## src/rtl/framer_pkg.sv

```systemverilog
package framer_pkg;
  localparam int unsigned ADDR_BYTES = 5;
  localparam int unsigned LEN_W      = 3;
  localparam int unsigned BANK_W     = ADDR_BYTES * 8;

  typedef enum logic [2:0] {
    S_IDLE, S_DST, S_HDST, S_SRC, S_PAY
  } seq_state_t;

  // Clamp a raw length code to the range 1..ADDR_BYTES.
  function automatic logic [LEN_W-1:0] clamp_len(input logic [LEN_W-1:0] raw);
    if (raw == '0) return LEN_W'(1);
    if (int'(raw) > int'(ADDR_BYTES)) return LEN_W'(ADDR_BYTES);
    return raw;
  endfunction

  // Byte k of a bank sits at bits [8k+7:8k].
  function automatic logic [7:0] bank_byte(input logic [BANK_W-1:0] bank,
                                           input logic [LEN_W-1:0] k);
    int base;
    base = int'(k) * 8;
    return bank[base +: 8];
  endfunction
endpackage

```

## src/rtl/hs_sync.sv

```systemverilog
module hs_sync #(
  parameter int unsigned W = 3
) (
  input  logic         clk,
  input  logic         rst_n,
  input  logic [W-1:0] async_i,
  output logic [W-1:0] lvl_o
);
  logic [W-1:0] meta_q;

  for (genvar g = 0; g < W; g++) begin : g_line
    always_ff @(posedge clk or negedge rst_n) begin
      if (!rst_n) begin
        meta_q[g] <= 1'b0;
        lvl_o[g]  <= 1'b0;
      end else begin
        meta_q[g] <= async_i[g];
        lvl_o[g]  <= meta_q[g];
      end
    end
  end
endmodule

```

## src/rtl/bit_deser.sv

```systemverilog
module bit_deser #(
  parameter int unsigned MAX_BYTES = 37
) (
  input  logic       clk,
  input  logic       rst_n,
  input  logic       clear_i,
  input  logic       active_i,
  input  logic       bit_stb_i,
  input  logic       bit_i,
  output logic       byte_stb_o,
  output logic [7:0] byte_o,
  output logic       ovf_o
);
  localparam int unsigned CNT_W = $clog2(MAX_BYTES + 1);

  logic [6:0]       sh_q;
  logic [2:0]       bit_cnt_q;
  logic [CNT_W-1:0] nbytes_q;
  logic             take_bit;
  logic             byte_done;
  logic             at_limit;
  logic [7:0]       next_byte;

  assign take_bit  = active_i && bit_stb_i;
  assign byte_done = take_bit && (bit_cnt_q == 3'd7);
  assign at_limit  = (nbytes_q == CNT_W'(MAX_BYTES));
  assign next_byte = {sh_q, bit_i};

  always_ff @(posedge clk or negedge rst_n) begin
    if (!rst_n) begin
      sh_q       <= '0;
      bit_cnt_q  <= '0;
      nbytes_q   <= '0;
      byte_stb_o <= 1'b0;
      byte_o     <= '0;
      ovf_o      <= 1'b0;
    end else begin
      byte_stb_o <= 1'b0;
      if (clear_i) begin
        sh_q      <= '0;
        bit_cnt_q <= '0;
        nbytes_q  <= '0;
        ovf_o     <= 1'b0;
      end else if (take_bit) begin
        sh_q      <= next_byte[6:0];
        bit_cnt_q <= bit_cnt_q + 3'd1;
        if (byte_done) begin
          if (at_limit) begin
            ovf_o <= 1'b1;
          end else begin
            byte_stb_o <= 1'b1;
            byte_o     <= next_byte;
            nbytes_q   <= nbytes_q + CNT_W'(1);
          end
        end
      end
    end
  end

  p_byte_cap_r7: assert property (@(posedge clk) disable iff (!rst_n)
    nbytes_q <= CNT_W'(MAX_BYTES));
  p_ovf_sticky_r7: assert property (@(posedge clk) disable iff (!rst_n)
    (ovf_o && !clear_i) |=> ovf_o);
  p_idle_quiet_r11: assert property (@(posedge clk) disable iff (!rst_n)
    !active_i |=> !byte_stb_o);
endmodule

```

## src/rtl/frame_seq.sv

```systemverilog
module frame_seq
  import framer_pkg::*;
(
  input  logic              clk,
  input  logic              rst_n,
  input  logic              start_i,
  input  logic              stop_i,
  input  logic              cfg_dst_host_i,
  input  logic [LEN_W-1:0]  cfg_len_i,
  input  logic              cfg_src_en_i,
  input  logic [BANK_W-1:0] cfg_dst_i,
  input  logic [BANK_W-1:0] cfg_src_i,
  input  logic              byte_stb_i,
  input  logic [7:0]        byte_i,
  output logic              wr_en_o,
  output logic [7:0]        wr_data_o
);
  seq_state_t        st_q;
  logic [LEN_W-1:0]  len_q;
  logic [LEN_W-1:0]  idx_q;
  logic [LEN_W-1:0]  left_q;
  logic              src_en_q;
  logic [BANK_W-1:0] dst_q;
  logic [BANK_W-1:0] src_q;
  logic              hold_vld_q;
  logic [7:0]        hold_q;
  logic              consume;
  logic [LEN_W-1:0]  len_start;

  assign consume   = hold_vld_q && ((st_q == S_HDST) || (st_q == S_PAY));
  assign len_start = clamp_len(cfg_len_i);

  always_ff @(posedge clk or negedge rst_n) begin
    if (!rst_n) begin
      st_q       <= S_IDLE;
      len_q      <= LEN_W'(1);
      idx_q      <= '0;
      left_q     <= '0;
      src_en_q   <= 1'b0;
      dst_q      <= '0;
      src_q      <= '0;
      hold_vld_q <= 1'b0;
      hold_q     <= '0;
      wr_en_o    <= 1'b0;
      wr_data_o  <= '0;
    end else begin
      wr_en_o <= 1'b0;
      if (consume) hold_vld_q <= 1'b0;
      if (byte_stb_i) begin
        hold_vld_q <= 1'b1;
        hold_q     <= byte_i;
      end
      if (start_i) begin
        len_q      <= len_start;
        src_en_q   <= cfg_src_en_i;
        dst_q      <= cfg_dst_i;
        src_q      <= cfg_src_i;
        idx_q      <= len_start - LEN_W'(1);
        left_q     <= len_start;
        hold_vld_q <= 1'b0;
        st_q       <= cfg_dst_host_i ? S_HDST : S_DST;
      end else if (stop_i) begin
        st_q <= S_IDLE;
      end else begin
        case (st_q)
          S_DST: begin
            wr_en_o   <= 1'b1;
            wr_data_o <= bank_byte(dst_q, idx_q);
            if (idx_q == '0) begin
              idx_q <= len_q - LEN_W'(1);
              st_q  <= src_en_q ? S_SRC : S_PAY;
            end else begin
              idx_q <= idx_q - LEN_W'(1);
            end
          end
          S_SRC: begin
            wr_en_o   <= 1'b1;
            wr_data_o <= bank_byte(src_q, idx_q);
            if (idx_q == '0) st_q <= S_PAY;
            else idx_q <= idx_q - LEN_W'(1);
          end
          S_HDST: begin
            if (hold_vld_q) begin
              wr_en_o   <= 1'b1;
              wr_data_o <= hold_q;
              left_q    <= left_q - LEN_W'(1);
              if (left_q == LEN_W'(1)) begin
                idx_q <= len_q - LEN_W'(1);
                st_q  <= src_en_q ? S_SRC : S_PAY;
              end
            end
          end
          S_PAY: begin
            if (hold_vld_q) begin
              wr_en_o   <= 1'b1;
              wr_data_o <= hold_q;
            end
          end
          default: st_q <= S_IDLE;
        endcase
      end
    end
  end

  p_hold_free_r5: assert property (@(posedge clk) disable iff (!rst_n)
    byte_stb_i |-> (!hold_vld_q || consume));
  p_len_range_r4: assert property (@(posedge clk) disable iff (!rst_n)
    (st_q != S_IDLE) |-> (len_q >= LEN_W'(1) && int'(len_q) <= int'(ADDR_BYTES)));
  p_wr_busy_r10: assert property (@(posedge clk) disable iff (!rst_n)
    wr_en_o |-> $past(st_q != S_IDLE));
endmodule

```

## src/rtl/burst_tx_framer.sv

```systemverilog
module burst_tx_framer
  import framer_pkg::*;
#(
  parameter int unsigned HOST_BITS_MAX = 296
) (
  input  logic              clk,
  input  logic              rst_n,
  input  logic              host_sel,
  input  logic              host_sclk,
  input  logic              host_sdat,
  input  logic              cfg_dst_from_host,
  input  logic [LEN_W-1:0]  cfg_addr_len,
  input  logic              cfg_src_en,
  input  logic [BANK_W-1:0] cfg_dst_bank,
  input  logic [BANK_W-1:0] cfg_src_bank,
  output logic              fifo_wr_en,
  output logic [7:0]        fifo_wr_data,
  output logic              burst_done,
  output logic              burst_ovf
);
  localparam int unsigned MAX_BYTES = HOST_BITS_MAX / 8;

  logic [2:0] sync_lvl;
  logic       sel_prev_q;
  logic       sclk_prev_q;
  logic       sel_lvl;
  logic       sclk_lvl;
  logic       sdat_lvl;
  logic       burst_start;
  logic       burst_stop;
  logic       sclk_rise;
  logic       byte_stb;
  logic [7:0] byte_val;

  hs_sync #(.W(3)) u_sync (
    .clk     (clk),
    .rst_n   (rst_n),
    .async_i ({host_sel, host_sdat, host_sclk}),
    .lvl_o   (sync_lvl)
  );

  assign sel_lvl     = sync_lvl[2];
  assign sdat_lvl    = sync_lvl[1];
  assign sclk_lvl    = sync_lvl[0];
  assign burst_start = sel_lvl && !sel_prev_q;
  assign burst_stop  = !sel_lvl && sel_prev_q;
  assign sclk_rise   = sclk_lvl && !sclk_prev_q;

  always_ff @(posedge clk or negedge rst_n) begin
    if (!rst_n) begin
      sel_prev_q  <= 1'b0;
      sclk_prev_q <= 1'b0;
      burst_done  <= 1'b0;
    end else begin
      sel_prev_q  <= sel_lvl;
      sclk_prev_q <= sclk_lvl;
      if (burst_start) burst_done <= 1'b0;
      else if (burst_stop) burst_done <= 1'b1;
    end
  end

  bit_deser #(.MAX_BYTES(MAX_BYTES)) u_deser (
    .clk        (clk),
    .rst_n      (rst_n),
    .clear_i    (burst_start),
    .active_i   (sel_lvl),
    .bit_stb_i  (sclk_rise),
    .bit_i      (sdat_lvl),
    .byte_stb_o (byte_stb),
    .byte_o     (byte_val),
    .ovf_o      (burst_ovf)
  );

  frame_seq u_seq (
    .clk            (clk),
    .rst_n          (rst_n),
    .start_i        (burst_start),
    .stop_i         (burst_stop),
    .cfg_dst_host_i (cfg_dst_from_host),
    .cfg_len_i      (cfg_addr_len),
    .cfg_src_en_i   (cfg_src_en),
    .cfg_dst_i      (cfg_dst_bank),
    .cfg_src_i      (cfg_src_bank),
    .byte_stb_i     (byte_stb),
    .byte_i         (byte_val),
    .wr_en_o        (fifo_wr_en),
    .wr_data_o      (fifo_wr_data)
  );

  p_done_clear_r8: assert property (@(posedge clk) disable iff (!rst_n)
    burst_start |=> (!burst_done && !burst_ovf));
  p_done_set_r8: assert property (@(posedge clk) disable iff (!rst_n)
    burst_stop |=> burst_done);
  p_no_byte_idle_r11: assert property (@(posedge clk) disable iff (!rst_n)
    (!sel_lvl && !sel_prev_q) |=> !byte_stb);
endmodule

```

## config.mk

```make
export PLATFORM = sky130hd
export DESIGN_NAME = burst_tx_framer
export DESIGN_NICKNAME = d
export VERILOG_FILES = /design/src/rtl/framer_pkg.sv /design/src/rtl/hs_sync.sv /design/src/rtl/bit_deser.sv /design/src/rtl/frame_seq.sv /design/src/rtl/burst_tx_framer.sv
export SDC_FILE = /design/constraint.sdc
export NUM_CORES = 1
export LEC_CHECK = 0
export ABC_AREA = 1
export BUFFER_PORTS_ARGS = -buffer_cell sky130_fd_sc_hd__buf_2
export CORE_MARGIN = 1.5
export CORE_UTILIZATION = 60
export CTS_CLUSTER_SIZE = 14
export DETAILED_ROUTE_END_ITERATION = 7
export GPL_TIMING_DRIVEN = 0
export PLACE_DENSITY = 0.93
export SLEW_MARGIN = 10
export SYNTH_ARGS = -nofsm -noshare
export SYNTH_HDL_FRONTEND = slang
export SYNTH_SLANG_ARGS = --single-unit
```

## constraint.sdc

```tcl
create_clock -name clk -period 2.5 [get_ports clk]
set_input_delay 0.25 -clock clk [delete_from_list [all_inputs] [get_ports clk]]
set_output_delay 0.25 -clock clk [all_outputs]
set_load 0.01 [all_outputs]
```

# Word level (Yosys, flattened, before mapping)
# Cells that the tools add are included.
[word_totals] ff_bits=146 latchBits=0 ram_bits=0 rom_bits=0 in_bits=90 elab_cells=140 memories=0
[op_classes] addsub=6 n_mul=0 n_div=0 magnitude_cmp=1 eq_ne=18 shifts=2 n_mux=54 n_bitwise=3 n_reduce_logical=30
[ops] cell="$shiftx A40 B7 Y8" n=2
[ops] cell="$mux W3" n=23
[ops] cell="$mux W6" n=4
[ops] cell="$pmux W8 S3" n=1
[ops] cell="$mux W1" n=19
[ops] cell="$mux W7" n=2
[ops] cell="$ne A4 B3 Y1 const B" n=3
[ops] cell="$pmux W3 S4" n=1
[ops] cell="$reduce_bool A2 Y1" n=6
[ops] cell="$sub A3 B1 Y3 const B" n=4
[ops] cell="$reduce_and A5 Y1" n=2
[ops] cell="$ne A3 B3 Y1 const B" n=3
[ops] cell="$pmux W3 S3" n=1
[ops] cell="$reduce_and A3 Y1" n=3
[ops] cell="$mux W8" n=1
[ops] cell="$reduce_and A4 Y1" n=2
[ops] cell="$add A6 B1 Y6 const B" n=1
[ops] cell="$eq A3 B1 Y1 const B" n=2
[ops] cell="$eq A3 B2 Y1 const B" n=2
[ops] cell="$eq A3 B3 Y1 const B" n=2
[ops] cell="$eq A6 B6 Y1 const B" n=1
[ops] cell="$logic_and A1 B1 Y1" n=6
[ops] cell="$logic_not A3 Y1" n=2
[ops] cell="$reduce_bool A3 Y1" n=2
[ops] cell="other kinds (13)" n=19

# Longest topological paths before layout
# Gate-level depths: netlist (run 1).
[depth] ltp_word=7 mapped_depth=13 depth_no_buf=12

# Cells and area by module
# Synthesis (run 1) repeated with hierarchy kept, for this count alone.
[hier_totals] hier_cells=850 hier_area_um2=6927.9
[by_module_without_submodules] mod="frame_seq" n_inst=1 cells_per_inst=710 area_per_inst_um2=5437.7
[by_module_without_submodules] mod="bit_deser" n_inst=1 cells_per_inst=122 area_per_inst_um2=1203.7
[by_module_without_submodules] mod="hs_sync" n_inst=1 cells_per_inst=6 area_per_inst_um2=150.1
[by_module_without_submodules] mod="burst_tx_framer" n_inst=1 cells_per_inst=12 area_per_inst_um2=136.4

# Worst setup path after synthesis (run 1)
# Ideal clock, no wire load.
[synth_path] path_type="register to register" start="register u_seq.idx_q[0]" end="register u_seq.idx_q[2]" setup_ns=0.116 arrival_time_ns=1.611 required_ns=2.384 slack_ns=0.773 path_stages_with_launch=13 n_path_buf=2 cell_sequence="dfrtp_1 > buf_4 > clkinv_1 > buf_2 > ha_1 > nand2_1 > o21ai_0 > nand2_1 > nand2_1 > o211ai_1 > o21ai_0 > nand2_1 > nand2_1"
[synth_between] elab_chain_len=5
[synth_lines] element="start, declared" line="frame_seq.sv:20" text="logic [LEN_W-1:0] idx_q;"
[synth_lines] element="start signal, assigned" line="frame_seq.sv:58" text="idx_q <= len_start - LEN_W'(1);"
[synth_lines] element="start signal, assigned" line="frame_seq.sv:70" text="idx_q <= len_q - LEN_W'(1);"
[synth_lines] element="start signal, assigned" line="frame_seq.sv:73" text="idx_q <= idx_q - LEN_W'(1);"
[synth_lines] element="$sub A3 B1 Y3 / $logic_not A3 Y1 (equally long branches)"
[synth_lines] element="$mux W3, on equally long branches" line="frame_seq.sv:79, frame_seq.sv:69"
[synth_lines] element="$pmux W3 S3" line="frame_seq.sv:65" text="case (st_q)"
[synth_lines] element="$mux W3" line="frame_seq.sv:62" text="end else if (stop_i) begin"
[synth_lines] element="$mux W3" line="frame_seq.sv:53" text="if (start_i) begin"
# Parallel ways exist; a longest one is shown, timed or not. The select of a mux whose other input is x is not followed.
# A chain may end at the register's enable or synchronous reset.

# Worst setup path after layout (run 1)
[layout_path] start="register u_seq.idx_q[0]" end="register u_seq.idx_q[1]"
# Same word-level chain as after synthesis.

==> results of run 1 <==
## per-stage QoR
step	hold slack [ps]	area (um2)	setup TNS [ps]	std cells
2_1_floorplan	-45.6	6810	0	851
3_3_place_gp	333	7490	-115140	1091
3_5_place_dp	256	7520	0	1092
4_1_cts	24.6	8250	0	1128
5_1_grt	44.6	8250	0	1128
6_report	21.1	8250	0	1128
## what timing repair did
item	CTS	global route
hold endpoints to repair	60	0
hold buffers	4	0
buffers inserted	0	0
## layout make-up
class | count | area share (%)
repair buffers | 105 | 6.97
flip-flops and latches | 146 | 44.3
multi-input cells | 555 | 30.9
inverters | 111 | 5.05
well taps | 140 | 2.12
clock buffers | 19 | 5.49
plain buffers | 39 | 2.38
clock inverters | 13 | 2.79
## worst min path at each step
stage	end	slack [ps]
after global routing	u_seq.src_q[27]	40
after detailed placement	u_seq.left_q[0]	260
after CTS	u_seq.dst_q[33]	20
after global placement	u_sync.lvl_o[0]	330
after floorplan	burst_done	-50
final	u_seq.dst_q[33]	20
## cells by family after synthesis
logic type,after synthesis,share of synthesized area (%)
compound gates,129,9.79
xor+xnor,5,0.643
fa+ha+maj,12,2.20
buf+inv,150,9.00
flops,146,53.6
mux,1,0.147
simple gates,408,24.6
## power by group through the flow
stage                     combinational [mW]  clock, mW  sequential (mW)
final                                   2.20       2.93             2.83
after global placement                  1.95          0             2.84
after detailed placement                2.01          0             2.85
after CTS                               2.13       2.92             2.83
after floorplan                         1.37          0             2.85
after global routing                    2.45       3.02             2.86
## sequential cells by signal, indices dropped and copies added (netlist names), 6 cells and up
register / flops
u_deser.byte_o: 8
u_seq.hold_q: 8
u_seq.src_q: 40
u_seq.wr_data_o: 8
u_deser.sh_q: 7
u_deser.nbytes_q: 6
u_seq.dst_q: 40
## routing by layer
metal  share of wire [%]  vias up  wire length (um)  global-route usage [%]
li1                    -     2919                 -                       -
met1                  37     3011              7030                    40.9
met2                  47      454              8880                    54.1
met3                 9.7      120              1830                    9.48
met4                 6.1        0              1160                    19.5
met5                   0        -                 0                       0
## layout by cell type, fill, tap and decap left out, drive strengths merged
master       count
buf            128
ha              12
bufinv           6
o21bai           1
a31oi            2
o22ai            7
o21a             1
clkinv           6
dlygate4sd3      4
nand3           76
nor2            37
nand4            4
dfrtp          145
nor3             2
clkbuf          31
xor2             2
inv            109
o21ai          110
nand2          289
xnor2            3
dfstp            1
a21oi            6
clkinvlp         3
o211ai           2
mux2i            1
## worst reg2reg max path: stages (launching register included)
cell and delay (ps):
dfrtp_1 360, buf_4 190, clkinv_1 230, buf_2 290, ha_1 240, nand2_1 110, o21ai_0 110, nand2_1 160
inv_1 90, nand2_1 80, nand3_1 80, o21ai_0 120, nand2_1 80, nand2_1 60
==> results.sh, run 1 <==
export IMPL_final_util_pct=75.4
export IMPL_post_synthesis_register_bit_count=146
export IMPL_setup_ws_ps=234
export IMPL_timing_worst_slew_pin_value_ps=559
export IMPL_worst_clock_skew_ps=6.60
export IMPL_clockRootBuffer="clkbuf_16"
export IMPL_pwr_density_cell_nw_per_um2=965
export IMPL_power_total_mw=7.96
export IMPL_first_pass_iters=8
export IMPL_postCtsResizedCells=0
export IMPL_groute_usage_overall_pct=33.7
export IMPL_postRouteWirelength_um=18900
export IMPL_max_freq_ghz=0.441
export IMPL_critPathMostFrequentCell="nand2_1"
export IMPL_hold_path_startpoint="cfg_dst_bank[33]"
export IMPL_synth_net_count=953
export IMPL_grt_first_pass_wirelength_um=30200
export IMPL_drcViolationCount=0
export IMPL_worst_r2r_path_depth=13
export IMPL_timing_final_hold_violations=0
export IMPL_drt_wirelength_per_cell_um=16.7
export IMPL_report_final_setup_viol=0
export IMPL_ys_flop_type="dfrtp_1"
export IMPL_grt_ovfl_total=0
export IMPL_antenna_left=0
export IMPL_crit_reg2reg_launch="u_seq.idx_q[0]"
export IMPL_clkLatencyLatePin_ps=430
export IMPL_timing_setup_critical_path_class="reg2reg"
export IMPL_layout_area_overhead_vs_synth_pct=21.0
export IMPL_synth_cell_type_count=32
export IMPL_clock_tree_from_tritoncts="done"
export IMPL_final_period_utilization_pct=90.7
export IMPL_synth_avg_cell_area_um2=8.01
export IMPL_mappedNetlistArea_um2=6810
export IMPL_power_ir_vdd_worst_mv=0.564
export IMPL_row_count=38
export IMPL_fraction_of_the_yosys_area_taken_by_sequential_cells_pct=53.6
export IMPL_h_tree_depth=4
export IMPL_critical_path_top_delay_family="buffers and inverters"
export IMPL_first_global_vias=6343
export IMPL_cp_max_fo=11
export IMPL_maxCapViolCount=0
export IMPL_setup_slack_after_placement_ps=507
export IMPL_synthMostInstantiatedCell="nand2_1"
export IMPL_post_route_min_period_ps=2270
export IMPL_ctsLongestPathBuffers=2
export IMPL_critical_path_startpoint="u_seq.idx_q[0]"
export IMPL_termination_of_the_worst_setup_path="u_seq.idx_q[1]"
export IMPL_share_of_cells_above_drive_strength_1_pct=16.6
export IMPL_post_synthesis_async_set_or_reset_flop_share_pct=100
export IMPL_biggest_area_contributors_in_the_synthesized_netlist="dfrtp_1 53%, nand2_1 16%, o21ai_0 7.3%"
export IMPL_post_synth_most_frequent_cells="288 x nand2_1, 145 x dfrtp_1, 108 x inv_1"
export IMPL_cp_num_buf_inv=4
export IMPL_min_path_type="in2reg"
export IMPL_register_area_um2=3650
export IMPL_arrival_ps=2640
export IMPL_avgViaCountPerCell=5.77
export IMPL_vias=6504
export IMPL_drv_slew=0
export IMPL_grt_max_degree=89
export IMPL_crit_cells=13
export IMPL_run_status="completed"
export IMPL_floorplan_die_area_um2=12000
export IMPL_detailedPlacementHpwl_um=12000
export IMPL_ys_warn_count=0
export IMPL_end_kind="register"
export IMPL_die_width_um=110
export IMPL_yosysTopAreaCell="dfrtp_1"
export IMPL_critical_path_slowest_cell="dfrtp_1"
export IMPL_coreArea_um2=10900
export IMPL_nNetsFinal=1077
export IMPL_start_kind="register"
export IMPL_multiInputGateArea_um2=2540
export IMPL_place_congestion=0.973
export IMPL_chipHeight_um=110
export IMPL_setup_repair_after_global_routing_missed_its_margin="false"
export IMPL_slew_headroom_pct=62.7
export IMPL_layout_filler_cells=676
export IMPL_clk_pin_slew_worst_paths_ps=60
export IMPL_ioPinCount=101
export IMPL_net_switching_power_mw=2.65
export IMPL_grt_antenna_before_repair=0
export IMPL_timing_rr_end="u_seq.idx_q[1]"
export IMPL_critical_path_cell_chain="buf_4 -> clkinv_1 -> buf_2 -> ha_1 -> nand2_1 -> o21ai_0 -> nand2_1 -> inv_1 -> nand2_1 -> nand3_1 -> o21ai_0 -> nand2_1 -> nand2_1"
export IMPL_place_port_buffers=100
export IMPL_number_of_instances_in_the_synthesized_netlist=851
export IMPL_power_static_leakage_nw=4.34
export IMPL_clockPowerShare_pct=36.8
export IMPL_power_share_combinational_pct=27.6
export IMPL_initial_utilization_pct=62.3
export IMPL_proportion_of_netlist_area_held_by_the_largest_area_contributor_pct=53.3
export IMPL_share_seq_of_total_power_pct=35.6
export IMPL_synth_edf_count=0
export IMPL_hold_path_depth=3
export IMPL_dr_first_iter_drc_count=861
export IMPL_cts_buffers_inserted=17
export IMPL_cp_data_required_time_ps=2870
export IMPL_ff2ff_setup_slack_ps=230
export IMPL_antenna_cell_count=0
export IMPL_power_share_switching_pct=33.4
export IMPL_internal_power_mw=5.30
export IMPL_critical_path_max_stage_delay_ps=360
export IMPL_clock_sinks=146
(Power assumes the default switching activity.)
==> run 2, diff against run 1 <==
- SYNTH_HIERARCHICAL: not set -> 1
==> results.sh, run 2 <==
export IMPL_drv_slew=0
export IMPL_cts_buffers_inserted=17
export IMPL_layout_common_cells="268 x nand2_1, 145 x dfrtp_1, 115 x inv_1, 115 x buf_2, 92 x o21ai_0"
export IMPL_vias=6396
export IMPL_synth_cell_type_count=38
export IMPL_fraction_of_the_yosys_area_taken_by_sequential_cells_pct=52.8
export IMPL_place_port_buffers=100
export IMPL_ctsLongestPathBuffers=2
export IMPL_layout_area_overhead_vs_synth_pct=19.3
export IMPL_register_area_um2=3650
export IMPL_worst_r2r_path_depth=7
export IMPL_number_of_instances_in_the_synthesized_netlist=850
export IMPL_coreArea_um2=11300
export IMPL_timing_setup_critical_path_class="reg2reg"
export IMPL_end_kind="register"
export IMPL_worst_clock_skew_ps=11.4
export IMPL_top_regs="u_seq/dst_q: 40 flops, u_seq/src_q: 40 flops"
export IMPL_post_synth_most_frequent_cells="268 x nand2_1, 145 x dfrtp_1, 115 x inv_1"
export IMPL_antenna_cell_count=0
export IMPL_layout_filler_cells=769
export IMPL_timing_hold_worst_endpoint="u_seq/dst_q[1]"
export IMPL_grt_max_degree=76
export IMPL_first_global_vias=6341
export IMPL_final_period_utilization_pct=88.0
export IMPL_arrival_ps=2490
export IMPL_layoutNonFillerInstCount=1127
export IMPL_synth_net_count=953
export IMPL_biggest_area_contributors_in_the_synthesized_netlist="dfrtp_1 52%, nand2_1 15%, o21ai_0 6.6%"
export IMPL_share_of_cells_above_drive_strength_1_pct=18.5
export IMPL_multiInputGateArea_um2=2630
export IMPL_pwr_density_cell_nw_per_um2=903
export IMPL_synthMostInstantiatedCell="nand2_1"
export IMPL_power_static_leakage_nw=4.29
export IMPL_chipHeight_um=110
export IMPL_groute_usage_overall_pct=30.9
export IMPL_crit_reg2reg_launch="u_sync/lvl_o[2]"
export IMPL_clk_pin_slew_worst_paths_ps=60
export IMPL_synth_edf_count=0
export IMPL_synth_avg_cell_area_um2=8.15
export IMPL_ioPinCount=101
export IMPL_die_width_um=110
export IMPL_timing_final_hold_violations=0
export IMPL_power_ir_vdd_worst_mv=0.632
export IMPL_grt_ovfl_total=0
export IMPL_clock_sinks=146
export IMPL_layout_cells_most_common="nand2_1"
export IMPL_max_freq_ghz=0.455
export IMPL_ys_flop_type="dfrtp_1"
export IMPL_grt_antenna_before_repair=0
export IMPL_mappedNetlistArea_um2=6930
export IMPL_placed_cells_incl_taps=1094
export IMPL_nNetsFinal=1076
export IMPL_h_tree_depth=4
export IMPL_post_synthesis_async_set_or_reset_flop_share_pct=100
export IMPL_post_synthesis_register_bit_count=146
export IMPL_initial_utilization_pct=61.2
export IMPL_setup_slack_after_placement_ps=166
export IMPL_clockRootBuffer="clkbuf_16"
export IMPL_yosysTopAreaCell="dfrtp_1"
export IMPL_timing_worst_slew_pin_value_ps=678
export IMPL_cp_data_required_time_ps=2790
export IMPL_postRouteWirelength_um=18200
export IMPL_slew_headroom_pct=54.8
export IMPL_setup_ws_ps=300
export IMPL_final_setup_tns_ps=0
export IMPL_dr_first_iter_drc_count=712
export IMPL_grt_first_pass_wirelength_um=29600
export IMPL_avgViaCountPerCell=5.68
export IMPL_clock_tree_from_tritoncts="done"
export IMPL_clkLatencyLatePin_ps=430
export IMPL_min_path_type="in2reg"
export IMPL_hold_path_startpoint="cfg_dst_bank[1]"
export IMPL_start_kind="register"
export IMPL_final_util_pct=73.0
export IMPL_post_route_min_period_ps=2200
export IMPL_place_congestion=0.945
export IMPL_cts_post_setup_buffers_inserted=0
export IMPL_timing_rr_end="u_seq/idx_q[0]"
export IMPL_hold_path_depth=3
export IMPL_maxCapViolCount=0
export IMPL_ff2ff_setup_slack_ps=300
export IMPL_antenna_left=0
export IMPL_floorplan_die_area_um2=12200
export IMPL_drt_wirelength_per_cell_um=16.1
export IMPL_setup_repair_after_global_routing_missed_its_margin="false"
export IMPL_cp_max_fo=10
export IMPL_report_final_setup_viol=0
export IMPL_run_status="completed"
export IMPL_first_pass_iters=6
export IMPL_drcViolationCount=0
export IMPL_ys_warn_count=6
export IMPL_power_total_mw=7.47
export IMPL_proportion_of_netlist_area_held_by_the_largest_area_contributor_pct=52.4
export IMPL_row_count=39
export IMPL_detailedPlacementHpwl_um=12000
-- run 2: changes by cell type in the layout (fill, tap and decap cells not counted), sizes merged, moves of 3 or more --
cell	change
a21oi	+9
inv	+12
nand3	-3
buf	-4
clkbuf	+3
nor2	-11
nand2	-13
bufinv	-3
-- run 2: layer usage --
layer	part of all wire, %	track usage, %
met1	38	37.6
met5	0	0
met3	8.6	8.40
met4	4.8	17.8
met2	48	50.0
-- run 2: cell families (layout without fill, tap and decap cells) --
| logic type | count (synthesis) | count (layout) | share of synthesized area (%) |
|---|---|---|---|
| xor gates and xnor gates | 7 | 7 | 0.885 |
| adders and majority gates | 13 | 13 | 2.35 |
| AOI/OAI and AO/OA | 141 | 141 | 11.3 |
| buffers and inverters | 161 | 295 | 9.32 |
| DFF | 146 | 146 | 52.8 |
| and+or+nand+nor | 382 | 382 | 23.4 |
-- run 2: area by class of cell --
cell class	count	area share, %
plain buffers	37	2.16
repair buffers	105	6.95
well taps	143	2.16
inverters	123	5.66
clock inverters	10	1.65
flip-flops and latches	146	44.2
multi-input cells	543	31.8
clock buffers	20	5.40
-- run 2: worst max path at each step --
| stage | start | end | slack, ps | depth (start not counted) |
|---|---|---|---|---|
| floorplan | u_seq/idx_q[0] | u_seq/idx_q[2] | 550 | 11 |
| CTS | u_seq/idx_q[0] | u_seq/idx_q[2] | 50 | 11 |
| global placement | rst_n | u_seq/wr_data_o[2] | -780 | 1 |
| global route | u_seq/idx_q[0] | u_seq/idx_q[2] | 170 | 10 |
| finish | u_sync/lvl_o[2] | u_seq/idx_q[0] | 300 | 7 |
| detailed placement | u_sync/lvl_o[2] | u_seq/idx_q[0] | 170 | 7 |
-- run 2: power breakdown --
part / switching [mW] / total (mW) / internal (mW)
Combinational: 1.44 / 2.12 / 0.687
Sequential: 0.150 / 2.82 / 2.67
Clock: 0.946 / 2.52 / 1.58
-- run 2: stage by stage --
step	area, um2	hold WS (ps)
2_1_floorplan	6930	-45.6
3_3_place_gp	7610	332
3_5_place_dp	7640	310
4_1_cts	8260	21.0
5_1_grt	8270	25.4
6_report	8270	21.3
-- run 2: worst max-delay path, cell delays in order (launching register included) --
cell and delay (ps):
dfrtp_1 440, ha_1 280, clkbuf_2 280, buf_2 300, buf_2 290, o21ai_0 230
nand3_1 140, o21ai_0 100
-- run 2: what timing repair did --
item | in CTS | in global routing
setup endpoints to repair | 0 | 4
hold buffers | 4 | 0
endpoints found under the hold margin | 73 | 0
gates resized for setup | 0 | 3
